`config.mk`:
```
export PLATFORM = sky130hd
export DESIGN_NAME = sio_wdt
export DESIGN_NICKNAME = d
export VERILOG_FILES = /design/src/rtl/sio_wdt_pkg.sv /design/src/rtl/sio_wdt_regs.sv /design/src/rtl/sio_wdt_prescaler.sv /design/src/rtl/sio_wdt_counter.sv /design/src/rtl/sio_wdt_pulse.sv /design/src/rtl/sio_wdt.sv
export SDC_FILE = /design/constraint.sdc
export NUM_CORES = 1
export LEC_CHECK = 0
export BUFFER_PORTS_ARGS = -buffer_cell sky130_fd_sc_hd__buf_4
export CAP_MARGIN = 30
export CORE_MARGIN = 2
export CORE_UTILIZATION = 44
export DETAILED_ROUTE_END_ITERATION = 8
export GPL_ROUTABILITY_DRIVEN = 0
export MAX_ROUTING_LAYER = met4
export PLACE_DENSITY = 0.72
export SLEW_MARGIN = 20
export SYNTH_ARGS = -nofsm -noshare
export SYNTH_HDL_FRONTEND = slang
export SYNTH_SLANG_ARGS = --single-unit
```
`constraint.sdc`:
```
create_clock -name clk -period 6 [get_ports clk]
set_input_delay 1.2 -clock clk [delete_from_list [all_inputs] [get_ports clk]]
set_output_delay 1.2 -clock clk [all_outputs]
set_load 0.01 [all_outputs]
```
`src/rtl/sio_wdt_pkg.sv`:
```
package sio_wdt_pkg;

   typedef enum logic [1:0] {
      ADDR_CTRL = 2'd0,
      ADDR_TMO  = 2'd1,
      ADDR_CSR  = 2'd2,
      ADDR_NONE = 2'd3
   } wdt_addr_e;

   // control register bit positions
   localparam int CTRL_UNIT60_BIT = 3;
   localparam int CTRL_P20_BIT    = 2;
   localparam int CTRL_KBRST_BIT  = 1;

   // control/status register bit positions
   localparam int CSR_MOUSE_BIT = 7;
   localparam int CSR_KBD_BIT   = 6;
   localparam int CSR_FORCE_BIT = 5;
   localparam int CSR_FIRED_BIT = 4;
   localparam int CSR_SEL_W     = 4;

endpackage

```
`src/rtl/sio_wdt_regs.sv`:
```
module sio_wdt_regs
   import sio_wdt_pkg::*;
#(
   parameter int DATA_W = 8
) (
   input  logic              clk,
   input  logic              rst_n,
   input  logic [1:0]        reg_addr,
   input  logic              reg_wr,
   input  logic [DATA_W-1:0] reg_wdata,
   input  logic              fire_set,
   output logic [DATA_W-1:0] ctrl_q,
   output logic              mouse_en,
   output logic              kbd_en,
   output logic              force_q,
   output logic              fired_q,
   output logic [CSR_SEL_W-1:0] irq_sel,
   output logic              tmo_wr,
   output logic [DATA_W-1:0] reload_val
);

   logic ctrl_wr;
   logic csr_wr;

   assign ctrl_wr = reg_wr && (reg_addr == ADDR_CTRL);
   assign tmo_wr  = reg_wr && (reg_addr == ADDR_TMO);
   assign csr_wr  = reg_wr && (reg_addr == ADDR_CSR);

   always_ff @(posedge clk or negedge rst_n) begin
      if (!rst_n) begin
         ctrl_q <= '0;
      end else if (ctrl_wr) begin
         ctrl_q <= reg_wdata;
      end
   end

   always_ff @(posedge clk or negedge rst_n) begin
      if (!rst_n) begin
         reload_val <= '0;
      end else if (tmo_wr) begin
         reload_val <= reg_wdata;
      end
   end

   always_ff @(posedge clk or negedge rst_n) begin
      if (!rst_n) begin
         mouse_en <= 1'b0;
         kbd_en   <= 1'b0;
         irq_sel  <= '0;
      end else if (csr_wr) begin
         mouse_en <= reg_wdata[CSR_MOUSE_BIT];
         kbd_en   <= reg_wdata[CSR_KBD_BIT];
         irq_sel  <= reg_wdata[CSR_SEL_W-1:0];
      end
   end

   // force strobe lives for one cycle only
   always_ff @(posedge clk or negedge rst_n) begin
      if (!rst_n) begin
         force_q <= 1'b0;
      end else begin
         force_q <= csr_wr && reg_wdata[CSR_FORCE_BIT];
      end
   end

   // sticky fired flag: hardware set wins over a software clear
   always_ff @(posedge clk or negedge rst_n) begin
      if (!rst_n) begin
         fired_q <= 1'b0;
      end else if (fire_set) begin
         fired_q <= 1'b1;
      end else if (csr_wr && !reg_wdata[CSR_FIRED_BIT]) begin
         fired_q <= 1'b0;
      end
   end

endmodule

```
`src/rtl/sio_wdt_prescaler.sv`:
```
module sio_wdt_prescaler #(
   parameter int CLKS_PER_SEC = 1000,
   parameter int SECS_PER_MIN = 60
) (
   input  logic clk,
   input  logic rst_n,
   input  logic run,
   input  logic clear,
   input  logic unit60,
   output logic dec_tick
);

   localparam int MIN_W = (SECS_PER_MIN > 1) ? $clog2(SECS_PER_MIN) : 1;

   logic sec_tick;
   logic [MIN_W-1:0] min_cnt;

   generate
      if (CLKS_PER_SEC == 1) begin : g_sec_direct
         assign sec_tick = run && !clear;
      end else begin : g_sec_count
         localparam int SEC_W = $clog2(CLKS_PER_SEC);
         logic [SEC_W-1:0] sec_cnt;
         logic             sec_wrap;

         assign sec_wrap = (sec_cnt == SEC_W'(CLKS_PER_SEC - 1));
         assign sec_tick = run && !clear && sec_wrap;

         always_ff @(posedge clk or negedge rst_n) begin
            if (!rst_n) begin
               sec_cnt <= '0;
            end else if (clear || !run || sec_wrap) begin
               sec_cnt <= '0;
            end else begin
               sec_cnt <= sec_cnt + 1'b1;
            end
         end
      end
   endgenerate

   logic min_wrap;
   assign min_wrap = (min_cnt == MIN_W'(SECS_PER_MIN - 1));

   always_ff @(posedge clk or negedge rst_n) begin
      if (!rst_n) begin
         min_cnt <= '0;
      end else if (clear || !run) begin
         min_cnt <= '0;
      end else if (sec_tick) begin
         min_cnt <= min_wrap ? '0 : min_cnt + 1'b1;
      end
   end

   assign dec_tick = unit60 ? (sec_tick && min_wrap) : sec_tick;

endmodule

```
`src/rtl/sio_wdt_counter.sv`:
```
module sio_wdt_counter #(
   parameter int CNT_W = 8
) (
   input  logic             clk,
   input  logic             rst_n,
   input  logic             load,
   input  logic [CNT_W-1:0] load_val,
   input  logic             trig,
   input  logic             activity,
   input  logic [CNT_W-1:0] reload_val,
   input  logic             dec_tick,
   output logic [CNT_W-1:0] cnt_q,
   output logic             running_q,
   output logic             reload_hit,
   output logic             expire_evt
);

   logic natural_end;

   assign reload_hit  = running_q && activity && !load && !trig;
   assign natural_end = running_q && dec_tick && (cnt_q == CNT_W'(1))
                        && !load && !reload_hit;
   assign expire_evt  = (trig && !load) || natural_end;

   // priority: software load, forced trigger, activity reload, decrement
   always_ff @(posedge clk or negedge rst_n) begin
      if (!rst_n) begin
         cnt_q     <= '0;
         running_q <= 1'b0;
      end else if (load) begin
         cnt_q     <= load_val;
         running_q <= (load_val != '0);
      end else if (trig) begin
         cnt_q     <= '0;
         running_q <= 1'b0;
      end else if (reload_hit) begin
         cnt_q     <= reload_val;
      end else if (running_q && dec_tick) begin
         cnt_q     <= cnt_q - 1'b1;
         running_q <= (cnt_q != CNT_W'(1));
      end
   end

endmodule

```
`src/rtl/sio_wdt_pulse.sv`:
```
module sio_wdt_pulse #(
   parameter int LEN = 4
) (
   input  logic clk,
   input  logic rst_n,
   input  logic start,
   output logic out_n
);

   localparam int LW = $clog2(LEN + 1);

   logic [LW-1:0] left_q;

   always_ff @(posedge clk or negedge rst_n) begin
      if (!rst_n) begin
         left_q <= '0;
      end else if (start) begin
         left_q <= LW'(LEN);
      end else if (left_q != '0) begin
         left_q <= left_q - 1'b1;
      end
   end

   assign out_n = (left_q == '0);

endmodule

```
`src/rtl/sio_wdt.sv`:
```
module sio_wdt
   import sio_wdt_pkg::*;
#(
   parameter int DATA_W       = 8,
   parameter int CLKS_PER_SEC = 1000,
   parameter int SECS_PER_MIN = 60,
   parameter int PULSE_CYCLES = 4
) (
   input  logic              clk,
   input  logic              rst_n,
   input  logic [1:0]        reg_addr,
   input  logic              reg_wr,
   input  logic [DATA_W-1:0] reg_wdata,
   output logic [DATA_W-1:0] reg_rdata,
   input  logic              mouse_irq,
   input  logic              kbd_irq,
   input  logic              kbd_p20,
   output logic              wdt_out_n,
   output logic              kbrst_n,
   output logic              irq_req,
   output logic [CSR_SEL_W-1:0] irq_code
);

   generate
      if (DATA_W != 8) begin : g_bad_width
         $error("sio_wdt: register bit layout needs DATA_W of 8");
      end
      if (CLKS_PER_SEC < 1) begin : g_bad_clks
         $error("sio_wdt: CLKS_PER_SEC must be at least 1");
      end
      if (SECS_PER_MIN < 2) begin : g_bad_min
         $error("sio_wdt: SECS_PER_MIN must be at least 2");
      end
      if (PULSE_CYCLES < 1) begin : g_bad_pulse
         $error("sio_wdt: PULSE_CYCLES must be at least 1");
      end
   endgenerate

   logic [DATA_W-1:0]    ctrl_q;
   logic                 mouse_en;
   logic                 kbd_en;
   logic                 force_q;
   logic                 fired_q;
   logic [CSR_SEL_W-1:0] irq_sel;
   logic                 tmo_wr;
   logic [DATA_W-1:0]    reload_val;
   logic [DATA_W-1:0]    cnt_q;
   logic                 running_q;
   logic                 reload_hit;
   logic                 expire_evt;
   logic                 dec_tick;
   logic                 fire_sig;
   logic                 trig;
   logic                 activity;
   logic                 presc_clear;

   sio_wdt_regs #(.DATA_W(DATA_W)) u_regs (
      .clk        (clk),
      .rst_n      (rst_n),
      .reg_addr   (reg_addr),
      .reg_wr     (reg_wr),
      .reg_wdata  (reg_wdata),
      .fire_set   (fire_sig),
      .ctrl_q     (ctrl_q),
      .mouse_en   (mouse_en),
      .kbd_en     (kbd_en),
      .force_q    (force_q),
      .fired_q    (fired_q),
      .irq_sel    (irq_sel),
      .tmo_wr     (tmo_wr),
      .reload_val (reload_val)
   );

   assign trig     = force_q || (ctrl_q[CTRL_P20_BIT] && kbd_p20);
   assign activity = (mouse_en && mouse_irq) || (kbd_en && kbd_irq);

   sio_wdt_counter #(.CNT_W(DATA_W)) u_counter (
      .clk        (clk),
      .rst_n      (rst_n),
      .load       (tmo_wr),
      .load_val   (reg_wdata),
      .trig       (trig),
      .activity   (activity),
      .reload_val (reload_val),
      .dec_tick   (dec_tick),
      .cnt_q      (cnt_q),
      .running_q  (running_q),
      .reload_hit (reload_hit),
      .expire_evt (expire_evt)
   );

   assign presc_clear = tmo_wr || reload_hit || trig;

   sio_wdt_prescaler #(
      .CLKS_PER_SEC (CLKS_PER_SEC),
      .SECS_PER_MIN (SECS_PER_MIN)
   ) u_presc (
      .clk      (clk),
      .rst_n    (rst_n),
      .run      (running_q),
      .clear    (presc_clear),
      .unit60   (ctrl_q[CTRL_UNIT60_BIT]),
      .dec_tick (dec_tick)
   );

   // an expiry is only signalled while the fired flag is clear
   assign fire_sig = expire_evt && !fired_q;

   sio_wdt_pulse #(.LEN(PULSE_CYCLES)) u_wdt_pulse (
      .clk   (clk),
      .rst_n (rst_n),
      .start (fire_sig),
      .out_n (wdt_out_n)
   );

   sio_wdt_pulse #(.LEN(PULSE_CYCLES)) u_kbrst_pulse (
      .clk   (clk),
      .rst_n (rst_n),
      .start (fire_sig && ctrl_q[CTRL_KBRST_BIT]),
      .out_n (kbrst_n)
   );

   always_ff @(posedge clk or negedge rst_n) begin
      if (!rst_n) begin
         irq_req  <= 1'b0;
         irq_code <= '0;
      end else if (fire_sig && (irq_sel != '0)) begin
         irq_req  <= 1'b1;
         irq_code <= irq_sel;
      end else begin
         irq_req  <= 1'b0;
         irq_code <= '0;
      end
   end

   always_comb begin
      case (reg_addr)
         ADDR_CTRL: reg_rdata = ctrl_q;
         ADDR_TMO:  reg_rdata = cnt_q;
         ADDR_CSR:  reg_rdata = {mouse_en, kbd_en, force_q, fired_q, irq_sel};
         default:   reg_rdata = '0;
      endcase
   end

endmodule

```
After elaboration in Yosys (flattened, before gate mapping)
Cells that the tools add are included.
{ "word_totals": {"register_bits": 60, "inputBits": 16, "out_inout_bits": 15, "elab_cells": 99} }
{ "classes": {"addsub": 5, "eq_ne": 7, "n_mux": 22, "reduce_logical": 50} }
{ "op_table": {"columns": ["operator", "n"], "rows": [
  ["8-bit two-way mux", 4],
  ["8-bit case mux with 3 select lines", 1],
  ["1-bit logical AND", 22],
  ["6-bit two-way mux", 3],
  ["3-bit two-way mux", 4],
  ["10-bit by 1-bit adder with 10-bit output, second input constant", 1],
  ["10-bit == test, second input constant", 1],
  ["10-bit two-way mux", 1],
  ["3-bit nonzero test", 3],
  ["8-bit by 1-bit == test with 1-bit output, second input constant", 1],
  ["1-bit two-way mux", 8],
  ["8-bit by 1-bit inequality test with 1-bit output, second input constant", 1],
  ["2-bit nonzero test", 4],
  ["4-bit nonzero test", 2],
  ["8-bit nonzero test", 1],
  ["8-bit by 1-bit subtractor with 8-bit output, second input constant", 1],
  ["1-bit logical NOT", 7],
  ["1-bit logical OR", 7],
  ["6-bit by 1-bit adder with 6-bit output, second input constant", 1],
  ["6-bit == test, second input constant", 1],
  ["3-bit logical NOT", 2],
  ["3-bit by 1-bit subtractor with 3-bit output, second input constant", 2],
  ["4-bit two-way mux", 1],
  ["3-bit by 2-bit inequality test with 1-bit output, second input constant", 1],
  ["4 further kinds", 4]
]} }

Logic depth before layout (Yosys ltp)
Gate-level depths: netlist (run 1).
{ "logic_depth": {"ltp_word": 20, "mapped_depth": 7, "depth_no_buf": 7} }

By module
From an unflattened synthesis (run 1), not the netlist that was laid out.
{ "unflattened": {"cells_unflattened": 296, "area_unflattened_um2": 3239.4} }
{ "modules_own_cells": {"columns": ["mod", "n_inst", "cells_per_inst", "area_per_inst_um2", "seq_area_each_um2"], "rows": [
  ["sio_wdt_regs", 1, 54, 915.9, 600.6],
  ["sio_wdt_prescaler", 1, 89, 838.3, 400.4],
  ["sio_wdt_counter", 1, 86, 721.9, 225.2],
  ["sio_wdt", 1, 35, 395.4, 125.1],
  ["sio_wdt_pulse", 2, 16, 183.9, 75.1]
]} }

Worst setup path after synthesis (run 1)
Ideal clock, no wire load.
{ "synth_path": {"kind": "input-to-output", "start": "input reg_addr[1]", "end": "output reg_rdata[0]", "t_arrival_ps": 2036, "required_ps": 4800, "slack_ps": 2764, "path_stages": 3, "path_buffers": 1, "path_cell_list": "buf_1 -> mux2i_1 -> o21ai_0"} }
{ "synth_via": {"elab_chain_cells": 2, "word_cells_on_any_way": 4, "classes_between": "eq/ne: 2; mux: 1; reduce/logical: 1"} }
{ "synth_lines": {"columns": ["element", "line", "source"], "rows": [
  ["start: declaration", "sio_wdt.sv:11", "input logic [1:0] reg_addr,"],
  ["2-bit == test (tied with other cells)", "sio_wdt.sv:137", "case (reg_addr)"],
  ["8-bit case mux with 3 select lines *", "sio_wdt.sv:137", null],
  ["end: declaration", "sio_wdt.sv:14", "output logic [DATA_W-1:0] reg_rdata,"]
]} }
Mark *: on every way between the ends. The rest lies on a longest branch, timed or not.

Worst setup path in the final report (run 1)
{ "layout_path": {"start": "input reg_addr[0]", "end": "output reg_rdata[3]"} }
The elaborated chain is that of the path after synthesis.

==> summary.md, run 1 <==
| Metric | Value |
|---|---|
| TritonCTS clock tree | done |
| Cell Count, Final, Fillers Out | roughly 420 |
| Max_slew headroom | between 30% and 40% |
| TritonCTS buffer count | 9 |
| Effective utilization at floorplan | between 40% and 50% |
| Share of synthesized registers carrying an async set or reset | between 90% and 100% |
| Worst Skew | 0.005716 ns |
| Max-slew violation count | 0 |
| Placed cell count | ~410 |
| Endpoint arrival time on the critical path | 2.28 ns |
| Number of hold-slack violations in the final timing report | 0 |
| Count of vias placed by the detailed router | 2388 |
| Largest net degree at the start of global routing | slightly above 60 |
| Top achievable clock speed | ~290 MHz |
| H-tree levels | 3 |
| Clock tree root buffer cell | sky130_fd_sc_hd__clkbuf_8 |
| Number of optimization iterations in the first detailed-route pass | 4 |
| Number of nets still failing antenna checks after routing | 0 |
| Most common flop cell mapped by yosys | sky130_fd_sc_hd__dfrtp_1 |
| Worst Setup Start Kind | input pin |
| Global-route congestion overflow total | 0 |
| Number of enable-type register cells in the synthesized netlist | 0 |
| Cell family with most CP delay | simple AND/OR/NAND/NOR gates |
| Antenna violations before repair | 0 |
| Nets in the synthesized netlist | around 330 |
| Element type at the critical path end | output pin |
| Crit-path slowest cell | sky130_fd_sc_hd__nor2b_1 |
| Die extent in x | about 87 um |
| Largest buffer count on any clock path | 2 |
| Total Neg Setup Slack | 0 ns |
| RSZ-0062 raised after global routing | false |
| Number of warnings issued by yosys | 0 |
| Clock tree sinks | 60 |
| First-pass GRT wire length | 11.26 mm |
| I/O pin cnt | 31 |
| Std cell rows | 30 |
| WL per Instance | 15.56 um |
| Final core area utilization | 53.19% |
| Required time worst endpoint | 4.80 ns |
| Crit-path cells | buf_4 > nor2b_1 > nand2_1 > o21ai_0 > buf_4 |
| Final worst-path setup slack | 2.525 ns |
| VDD IR-drop max | roughly 0.18 mV |
| Synth Instances | around 300 |
| Leakage power | 1.617 nW |
| Die Ht | 87.30 um |
| Proportion of synthesized chip area in sequential cells | 49.18% |
| Gr usage total | roughly 20% |
| Diodes inserted | 0 |
| Cts hold-fix bufs | 0 |
| Dpl cell area | 3343 um^2 |
| FF+latch count, synth | 60 |
| Cell mode on critical path | sky130_fd_sc_hd__buf_4 |
| Remaining DRCs | 0 |
| Total Nets Final | 360 |
| Post-route cell area | between 3000 and 4000 um^2 |
| Vias per inst | roughly 5.7 |
| Critical Path Max Stage Delay | 0.52 ns |
| # resized after CTS | 0 |
| Floorplan die area | roughly 7600 um^2 |
| DRC marker count from the first detailed-route iteration | approximately 210 |
| Post-synth cell types | 53 |
| Type of the worst setup path | in -> out |
| Classification of the worst-slack hold path | reg -> reg |
| Fraction of final layout cells with drive strength greater than 1 | 19.65% |
| Area growth from synthesis to layout | 17.71% |
| Total design power | 1.381 mW |
| Status | finished clean |
| Dpl hpwl | 4.659 mm |
| Mean Syn Cell Area | around 10 um^2 |
| Number of buffers added for setup after CTS | 0 |
| Post-synthesis instance area | just over 3000 um^2 |
| Number of buffers and inverters on the critical path | 2 |
| Final min period | between 3 and 4 ns |
| Final-layout fill cell count | 617 |
| Post-route clock period utilization | between 50% and 60% |
| Clock-pin slew of the registers on the worst-case setup and hold paths | about 0.060 ns |
| Measured slew at the worst slew-check pin | 0.9371 ns |
| Maximum Capacitance Violations | 0 |
| Number of global-route vias before repair | about 2400 |
| Pwr dens | about 380 nW/um^2 |
| Final count of negative-setup-slack endpoints | 0 |
| Core region area | 6756 um^2 |
| Total wire length | about 6.5 mm |
| Final Hold Slack | 0.4774 ns |
| Clock latency at the later pin of the worst-skew pair | approximately 0.34 ns |
| Count of input and output buffers | 30 |
| Max FO, Critical Path | 13 |
| Post-placement worst setup slack | 2.537 ns |
kinds of logic (layout without fill, tap and decap cells):
group / count (synthesis) / in the layout / share of synthesized area [%]
muxes: 24 / 24 / 8.443
adders and majority gates: 8 / 8 / 3.279
buffers and inverters: 19 / 56 / 2.377
xor gates and xnor gates: 18 / 18 / 5.164
and+or+nand+nor: 118 / 118 / 19.10
DFF: 60 / 60 / 49.18
AOI/OAI and AO/OA: 57 / 57 / 12.46
per-layer routing:
metal	part of all wire (%)	wire length (um)	vias to the layer above	track usage [%]
li1	-	-	1144	-
met1	44	2866	1142	24.35
met2	47	3108	85	30.99
met3	6.2	405	17	5.118
met4	2.6	168	0	8.531
met5	0	0	-	-
layout make-up:
class,instances,area [um^2],area share (%)
Inverter,10,37.54,1.045
Timing Repair Buffer,30,225.2,6.267
Multi-Input combinational cell,225,1479,41.16
Tap cell,80,100.1,2.786
Clock buffer,12,155.1,4.318
Sequential cell,60,1501,41.78
Clock inverter,4,95.09,2.646
registers in the layout, indices dropped and copies added (netlist names), 3 cells and up:
name	flops
u_wdt_pulse.left_q	3
u_counter.cnt_q	8
u_kbrst_pulse.left_q	3
u_regs.irq_sel	4
u_regs.reload_val	8
irq_code	4
u_presc.min_cnt	6
u_regs.ctrl_q	8
u_presc.g_sec_count.sec_cnt	10
Yosys cell counts (all sizes together), types with 2 or more instances:
cell	count	share of area, %
dfrtp	60	49
nand2	45	5.5
nor2	30	3.7
o21ai	19	3.1
mux2	14	5.2
xnor2	12	3.4
inv	10	1.2
mux2i	10	3.3
ha	8	3.3
clkbuf	6	0.74
nand3	6	0.98
xor2	6	1.7
a21oi	5	0.82
o211ai	5	1.2
a31oi	4	0.82
and2	4	0.82
and3	4	0.82
nand4	4	0.82
a22oi	3	0.74
buf	3	0.41
nor2b	3	0.61
nor3b	3	0.90
o31ai	3	0.74
or4	3	1.0
a211oi	2	0.49
a21o	2	0.49
nand2b	2	0.41
nand3b	2	0.49
nor3	2	0.49
nor4	2	0.41
nor4b	2	0.57
o2111ai	2	0.57
o22a	2	0.57
or3	2	0.41
report_power, final:
group	total, mW	leakage (nW)	switching [mW]	internal, mW
clock network	0.449	0.127	0.151	0.298
logic	0.352	0.734	0.172	0.180
registers	0.580	0.756	0.0925	0.487
final timing paths:
kind                                                               start                                  endpoint  slack (ns)  cells past startpoint
max in group asynchronous                                          rst_n            u_counter.cnt_q[5]$_DFFE_PN0P_        4.57                      1
worst max-delay path                                         reg_addr[0]                              reg_rdata[3]        2.52                      5
worst min register to register          u_regs.reload_val[5]$_DFFE_PN0P_          u_regs.reload_val[5]$_DFFE_PN0P_        0.48                      2
min in group asynchronous                                          rst_n  u_presc.g_sec_count.sec_cnt[5]$_DFF_PN0_        0.92                      1
worst min-delay path                    u_regs.reload_val[5]$_DFFE_PN0P_          u_regs.reload_val[5]$_DFFE_PN0P_        0.48                      2
worst max register to register  u_presc.g_sec_count.sec_cnt[0]$_DFF_PN0_            u_counter.cnt_q[3]$_DFFE_PN0P_        3.30                      6
cells in the final DEF (no fill, tap or decap), drive strengths merged, types with 3 or more instances in the layout:
| cell | Yosys | routed |
|---|---|---|
| xnor2 | 12 | 12 |
| inv | 10 | 10 |
| mux2i | 10 | 10 |
| and2 | 4 | 4 |
| nand4 | 4 | 4 |
| a22oi | 3 | 3 |
| nor3b | 3 | 3 |
| or4 | 3 | 3 |
| xor2 | 6 | 6 |
| nand3 | 6 | 6 |
| o21ai | 19 | 19 |
| buf | 3 | 30 |
| bufinv | 0 | 3 |
| and3 | 4 | 4 |
| ha | 8 | 8 |
| mux2 | 14 | 14 |
| clkbuf | 6 | 12 |
| dfrtp | 60 | 60 |
| nor2 | 30 | 30 |
| nor2b | 3 | 3 |
| o211ai | 5 | 5 |
| a21oi | 5 | 5 |
| o31ai | 3 | 3 |
| nand2 | 45 | 45 |
| a31oi | 4 | 4 |
worst min-delay path: stages (launching register included):
cell and delay (ns):
sky130_fd_sc_hd__dfrtp_1 0.34, sky130_fd_sc_hd__nand2_1 0.05, sky130_fd_sc_hd__nand2_1 0.06
Note: power is estimated with default switching activity, not from simulation.
==> inputs of run 2 (changes only) <==
Clock period 6 ns to 3.55 ns, I/O delays scaled along.
==> run 2 against run 1 <==
Effect of this change:
- flip-flop and latch count did not move
- hold slack got worse by 0.060 ns
- largest cell class unchanged
- highest routed layer unchanged
- global-route usage rose by 0.53 points
- utilization fell by 0.39 points
- clock power rose by 50%
- setup slack got worse by 1.4 ns
- critical path type is now in -> reg
- clock skew rose by 0.0059 ns
- die area did not move
- critical path depth rose by 1
- design area fell by 0.73%
==> summary.md, run 2 (synthesis results as in run 1) <==
| Metric | Value |
|---|---|
| Status | finished clean |
| Vias per inst | 5.732 (+1.1%) |
| Post-route cell area | 3567 um^2 (-0.73%) |
| Register-to-Register Setup Slack | 1.14 ns (-2.16 ns) |
| # resized after CTS | 0 (unchanged) |
| H-tree levels | 3 (unchanged) |
| Element type at the critical path end | register |
| Measured slew at the worst slew-check pin | 0.7544 ns (-0.1827 ns) |
| Top achievable clock speed | just over 400 MHz |
| Final min period | roughly 2.5 ns |
| Die Ht | 87.30 um (unchanged) |
| Final count of negative-setup-slack endpoints | 0 (unchanged) |
| Area growth from synthesis to layout | 16.84% |
| Met3 track utilization from global routing | 6.161% (+1.0 points) |
| Clock-pin slew of the registers on the worst-case setup and hold paths | 0.07 ns (about the same) |
| Diodes inserted | 0 (unchanged) |
| Final-layout fill cell count | 617 (unchanged) |
| Floorplan die area | 7620 um^2 (unchanged) |
| RSZ-0062 raised after global routing | false |
| Gr usage total | 20.37% (+0.53 points) |
| VDD IR-drop max | 0.3517 mV (+96%) |
| TritonCTS buffer count | 9 (unchanged) |
| Number of hold-slack violations in the final timing report | 0 (unchanged) |
| Number of global-route vias before repair | 2386 (+1.0%) |
| Count of input and output buffers | 30 (unchanged) |
| Classification of the worst-slack hold path | in -> async |
| Max FO, Critical Path | 13 (unchanged) |
| I/O pin cnt | 31 (unchanged) |
| Routing usage on met2 | 31.89% (+0.90 points) |
| Remaining DRCs | 0 (unchanged) |
| Max-slew violation count | 0 (unchanged) |
| Number of nets still failing antenna checks after routing | 0 (unchanged) |
| Dpl cell area | 3351 um^2 (+0.22%) |
| WL per Instance | 16.39 um (+5.4%) |
| Total Neg Setup Slack | 0 ns (unchanged) |
| Die extent in x | 87.30 um (unchanged) |
| Worst Skew | 0.01159 ns (+0.005875 ns) |
| Final core area utilization | 52.80% (-0.39 points) |
| Largest buffer count on any clock path | 2 (unchanged) |
| Reg-to-Reg End | irq_req$_DFF_PN0_ |
| Global-route congestion overflow total | 0 (unchanged) |
| Total wire length | 6.918 mm (+5.6%) |
| Commonest non-fill, non-tap cells in the layout | sky130_fd_sc_hd__dfrtp_1 (60), sky130_fd_sc_hd__nand2_1 (45), sky130_fd_sc_hd__buf_4 (31) |
| Fraction of final layout cells with drive strength greater than 1 | 19.88% (+0.23 points) |
| Dpl hpwl | 4.960 mm (+6.5%) |
| Number of buffers added for setup after CTS | 0 (unchanged) |
| DRC marker count from the first detailed-route iteration | 212 (+0.47%) |
| Clock tree sinks | 60 (unchanged) |
| Required time worst endpoint | 3.83 ns (-0.97 ns) |
| Pwr dens | 633.5 nW/um^2 (+65%) |
| Worst Setup Start Kind | input pin |
| Effective utilization at floorplan | 45.19% (unchanged) |
| Clock latency at the later pin of the worst-skew pair | 0.34 ns (about the same) |
| GR Util met1 | 25.08% (+0.73 points) |
| Core region area | 6756 um^2 (unchanged) |
| Cts hold-fix bufs | 0 (unchanged) |
| Leakage power | 1.608 nW (-0.53%) |
| Largest net degree at the start of global routing | 61 (unchanged) |
| Count of vias placed by the detailed router | 2419 (+1.3%) |
| Post-route clock period utilization | a little under 70% |
| First-pass GRT wire length | 11.48 mm (+2.0%) |
| Register with the most flip-flops | u_presc.g_sec_count.sec_cnt |
| Total Nets Final | 361 (+0.28%) |
| Endpoint arrival time on the critical path | 2.74 ns (+0.46 ns) |
| Std cell rows | 30 (unchanged) |
| Maximum Capacitance Violations | 0 (unchanged) |
| Clock tree root buffer cell | sky130_fd_sc_hd__clkbuf_8 |
| Leading cell type in the layout, fill and taps excluded | sky130_fd_sc_hd__dfrtp_1 |
| Post-placement worst setup slack | 0.8180 ns (-1.719 ns) |
| Startpoint of the worst register-to-register path | u_presc.g_sec_count.sec_cnt[0]$_DFF_PN0_ |
| Reg2Reg Depth | 6 (unchanged) |
| Highest-utilization routing layer at the global route stage | met2 |
| TritonCTS clock tree | done |
| Total design power | 2.260 mW (+64%) |
| Max_slew headroom | 49.71% (+13 points) |
| Antenna violations before repair | 0 (unchanged) |
| Type of the worst setup path | in -> reg |
| Number of optimization iterations in the first detailed-route pass | 5 (+1) |
| Final worst-path setup slack | 1.093 ns (-1.432 ns) |
| Flip-flop count of the largest register after layout | 10 (unchanged) |
[run 2: cell count changes in the layout (fill, tap and decap cells not counted)]
cell,change
sky130_fd_sc_hd__clkinv_2,+2
sky130_fd_sc_hd__buf_4,+1
sky130_fd_sc_hd__bufinv_16,-1
sky130_fd_sc_hd__clkbuf_8,-1
[run 2: cell type report]
cell class / count / area [um^2] / share of cell area, %
sequential: 60 / 1501 / 42.09
multi-input combinational: 225 / 1479 / 41.46
timing repair buffer: 31 / 232.7 / 6.524
clock buffer: 11 / 141.4 / 3.964
tap: 80 / 100.1 / 2.806
clock inverter: 5 / 75.07 / 2.105
inverter: 10 / 37.54 / 1.052
[run 2: routing by layer]
metal | vias to the layer above | share of wire (%) | wire length [um]
li1 | 1143 | - | -
met1 | 1176 | 43 | 2989
met2 | 87 | 49 | 3377
met3 | 13 | 6.1 | 420
met4 | 0 | 1.9 | 130
met5 | - | 0 | 0
[run 2: worst max-delay path: stages]
cell and delay (ns):
sky130_fd_sc_hd__buf_4 0.20, sky130_fd_sc_hd__and3b_1 0.32, sky130_fd_sc_hd__a211oi_1 0.45, sky130_fd_sc_hd__nand4_1 0.23, sky130_fd_sc_hd__a21boi_1 0.56, sky130_fd_sc_hd__o41a_1 0.26
[run 2: how the worst max path moves through the flow]
stage	startpoint	endpoint	slack, ns	depth (start not counted)
after CTS	reg_addr[1]	reg_rdata[1]	1.12	5
final	reg_addr[1]	irq_req$_DFF_PN0_	1.09	6
after global placement	reg_addr[1]	irq_req$_DFF_PN0_	0.99	6
after global routing	u_presc.g_sec_count.sec_cnt[0]$_DFF_PN0_	irq_req$_DFF_PN0_	0.95	6
after detailed placement	reg_addr[1]	irq_req$_DFF_PN0_	0.82	6
after floorplan	reg_addr[1]	reg_rdata[0]	1.29	3
[run 2: metrics by stage]
stage / cells / hold slack [ns]
after floorplan: 304 / 0.4144
after global placement: 406 / 0.4538
after detailed placement: 406 / 0.4647
after CTS: 422 / 0.4552
after global routing: 422 / 0.4977
final: 422 / 0.4177
[run 2: where the power goes]
part | switching, mW | internal, mW | total, mW
Combinational | 0.309 | 0.309 | 0.618
Clock | 0.261 | 0.411 | 0.672
Sequential | 0.146 | 0.824 | 0.970
==> inputs of run 3 (changes only) <==
Settings changed: PLACE_DENSITY 0.72 to 0.75.
Clock period 3.55 ns to 2.1 ns, I/O delays scaled along.
==> run 3 against run 2 <==
Effect of this change:
- sequential power increased by 64%
- clock power up 38%
- hold slack lost 0.27 ns
- via count up 3.4%
- global-route usage is 0.13 points higher
- die area unchanged
- register-to-register slack worse by 1.1 ns
- routed wire length is 1.6% lower
- critical path type is now reg -> reg
==> summary.md, run 3 (synthesis results as in run 1) <==
| Metric | Value |
|---|---|
| Final count of negative-setup-slack endpoints | 0 (unchanged) |
| Commonest non-fill, non-tap cells in the layout | sky130_fd_sc_hd__dfrtp_1 (60), sky130_fd_sc_hd__buf_4 (58), sky130_fd_sc_hd__nand2_1 (45) |
| Flip-flop count of the largest register after layout | 10 (unchanged) |
| Leading cell type in the layout, fill and taps excluded | sky130_fd_sc_hd__dfrtp_1 |
| Element type at the critical path end | register |
| Dpl hpwl | 4.932 mm (-0.57%) |
| Required time worst endpoint | 2.33 ns (-1.50 ns) |
| Measured slew at the worst slew-check pin | 0.7373 ns (-0.01714 ns) |
| TritonCTS clock tree | done |
| Largest net degree at the start of global routing | 61 (unchanged) |
| Die Ht | 87.30 um (unchanged) |
| WL per Instance | 15.19 um (-7.4%) |
| Worst Skew | 0.005894 ns (-0.005696 ns) |
| Number of nets still failing antenna checks after routing | 0 (unchanged) |
| Placed cell count | 432 (+6.4%) |
| Area growth from synthesis to layout | 23.44% |
| Global-route congestion overflow total | 0 (unchanged) |
| Pwr dens | 989.8 nW/um^2 (+56%) |
| Gr usage total | 20.51% (+0.13 points) |
| Reg-to-Reg End | u_kbrst_pulse.left_q[1]$_DFFE_PN0P_ |
| Max FO, Critical Path | 3 (-10) |
| Max_slew headroom | 50.85% (+1.1 points) |
| First-pass GRT wire length | 11.75 mm (+2.3%) |
| Max-slew violation count | 0 (unchanged) |
| TritonCTS buffer count | 9 (unchanged) |
| Largest buffer count on any clock path | 2 (unchanged) |
| Die extent in x | 87.30 um (unchanged) |
| Reg2Reg Depth | 4 (-2) |
| Endpoint arrival time on the critical path | 2.29 ns (-0.45 ns) |
| Number of optimization iterations in the first detailed-route pass | 4 (-1) |
| Crit-path slowest cell | sky130_fd_sc_hd__or4_4 |
| Share of power burned in combinational logic | 32.4% (+5.0 points) |
| Top achievable clock speed | about 500 MHz |
| Status | finished clean |
| Final Hold Slack | 0.1482 ns (-0.2695 ns) |
| Maximum Capacitance Violations | 0 (unchanged) |
| Type of the worst setup path | reg -> reg |
| Cell mode on critical path | sky130_fd_sc_hd__or4_4 |
| Critical Path Max Stage Delay | 0.55 ns (about the same) |
| Total Nets Final | 389 (+7.8%) |
| Remaining DRCs | 0 (unchanged) |
| Vias per inst | 5.585 (-2.6%) |
| Clock tree sinks | 60 (unchanged) |
| Classification of the worst-slack hold path | in -> async |
| Std cell rows | 30 (unchanged) |
| Post-route clock period utilization | 97.93% |
| Register with the most flip-flops | u_presc.g_sec_count.sec_cnt |
| Clock latency at the later pin of the worst-skew pair | 0.34 ns (about the same) |
| Cell Count, Final, Fillers Out | 448 (+6.2%) |
| Number of hold-slack violations in the final timing report | 0 (unchanged) |
| Antenna violations before repair | 0 (unchanged) |
| Number of global-route vias before repair | 2549 (+6.8%) |
| Final min period | ~2.1 ns |
| Internal power | 2.521 mW (+63%) |
| Floorplan die area | 7620 um^2 (unchanged) |
| Core region area | 6756 um^2 (unchanged) |
| Clock tree root buffer cell | sky130_fd_sc_hd__clkbuf_8 |
| Count of input and output buffers | 30 (unchanged) |
| Worst Setup Start Kind | register |
| Switching part of the total power | 32.41% (+0.72 points) |
| Register-to-Register Setup Slack | 0.04 ns (-1.10 ns) |
| Sequential fraction of design power | 42.8% (about the same) |
| Startpoint of the worst register-to-register path | u_counter.cnt_q[3]$_DFFE_PN0P_ |
| Crit-path cells | or4_4 > or3_4 > or4_4 > and3_1 |
| Fraction of final layout cells with drive strength greater than 1 | 27.17% (+7.3 points) |
| DRC marker count from the first detailed-route iteration | 252 (+19%) |
| Total wire length | 6.804 mm (-1.6%) |
| Start point of the critical path | u_counter.cnt_q[3]$_DFFE_PN0P_ |
| Clock share of power | 24.8% (-4.9 points) |
| Count of vias placed by the detailed router | 2502 (+3.4%) |
| Diodes inserted | 0 (unchanged) |
| Net switching power of the design | 1.209 mW (+69%) |
| Post-placement worst setup slack | -0.01687 ns (-0.8349 ns) |
| Effective utilization at floorplan | 45.19% (unchanged) |
| H-tree levels | 3 (unchanged) |
| Final-layout fill cell count | 589 (-4.5%) |
| Clock-pin slew of the registers on the worst-case setup and hold paths | 0.07 ns (about the same) |
| VDD IR-drop max | 0.5041 mV (+43%) |
| I/O pin cnt | 31 (unchanged) |
| Total design power | 3.730 mW (+65%) |
| Final worst-path setup slack | 0.04353 ns (-1.049 ns) |
| Leakage power | 1.732 nW (+7.7%) |
## run 3: timing repair
action,in CTS,in global routing
hold buffers,0,0
endpoints found under the hold margin,0,0
setup endpoints to repair,2,6
setup buffers,1,0
gates cloned,0,1
gates resized for setup,1,5
pin swaps,2,2
## run 3: layer usage
metal	vias up	routed length [um]	global-route usage (%)
met3	17	484	5.024
met4	0	153	8.112
li1	1198	-	-
met1	1185	2867	25.06
met2	102	3300	32.71
met5	-	0	-
## run 3: how the worst max path moves through the flow
stage,endpoint,slack (ns),depth (start not counted)
3_5_place_dp,u_kbrst_pulse.left_q[0]$_DFFE_PN0P_,-0.02,4
2_1_floorplan,u_kbrst_pulse.left_q[0]$_DFFE_PN0P_,0.007,4
6_report,u_kbrst_pulse.left_q[1]$_DFFE_PN0P_,0.04,4
5_1_grt,u_kbrst_pulse.left_q[0]$_DFFE_PN0P_,-0.004,6
4_1_cts,u_kbrst_pulse.left_q[0]$_DFFE_PN0P_,0.04,6
3_3_place_gp,u_kbrst_pulse.left_q[0]$_DFFE_PN0P_,0.03,4
## run 3: final cells by class
cell class                      instances  area, um^2  share of cell area (%)
Clock inverter                          2       10.01                  0.2656
Sequential cell                        60        1501                   39.84
Clock buffer                           12       165.2                   4.382
Tap cell                               80       100.1                   2.656
Timing Repair Buffer                   59       446.7                   11.85
Inverter                               10       37.54                  0.9960
Multi-Input combinational cell        225        1508                   40.01
## run 3: worst max-delay path, delay by kind of cell, from the launching register on
kind	cells	cell delay (ns)
and+or+nand+nor	4	1.57
DFF	1	0.38
## run 3: metrics by stage
step	setup TNS (ns)	instance area, um^2	util (%)
3_3_place_gp	0	3546	52.48
4_1_cts	0	3734	55.26
3_5_place_dp	-0.03105	3546	52.48
2_1_floorplan	0	3053	-
5_1_grt	-0.003979	3769	55.78
6_report	0	3769	55.78
## run 3: power groups by stage
stage | registers [mW] | clock network, mW | logic (mW)
floorplan | 1.58 | 0 | 0.748
global placement | 1.59 | 0 | 1.15
detailed placement | 1.61 | 0 | 1.18
CTS | 1.59 | 0.951 | 1.20
global route | 1.63 | 1.00 | 1.38
finish | 1.59 | 0.926 | 1.21
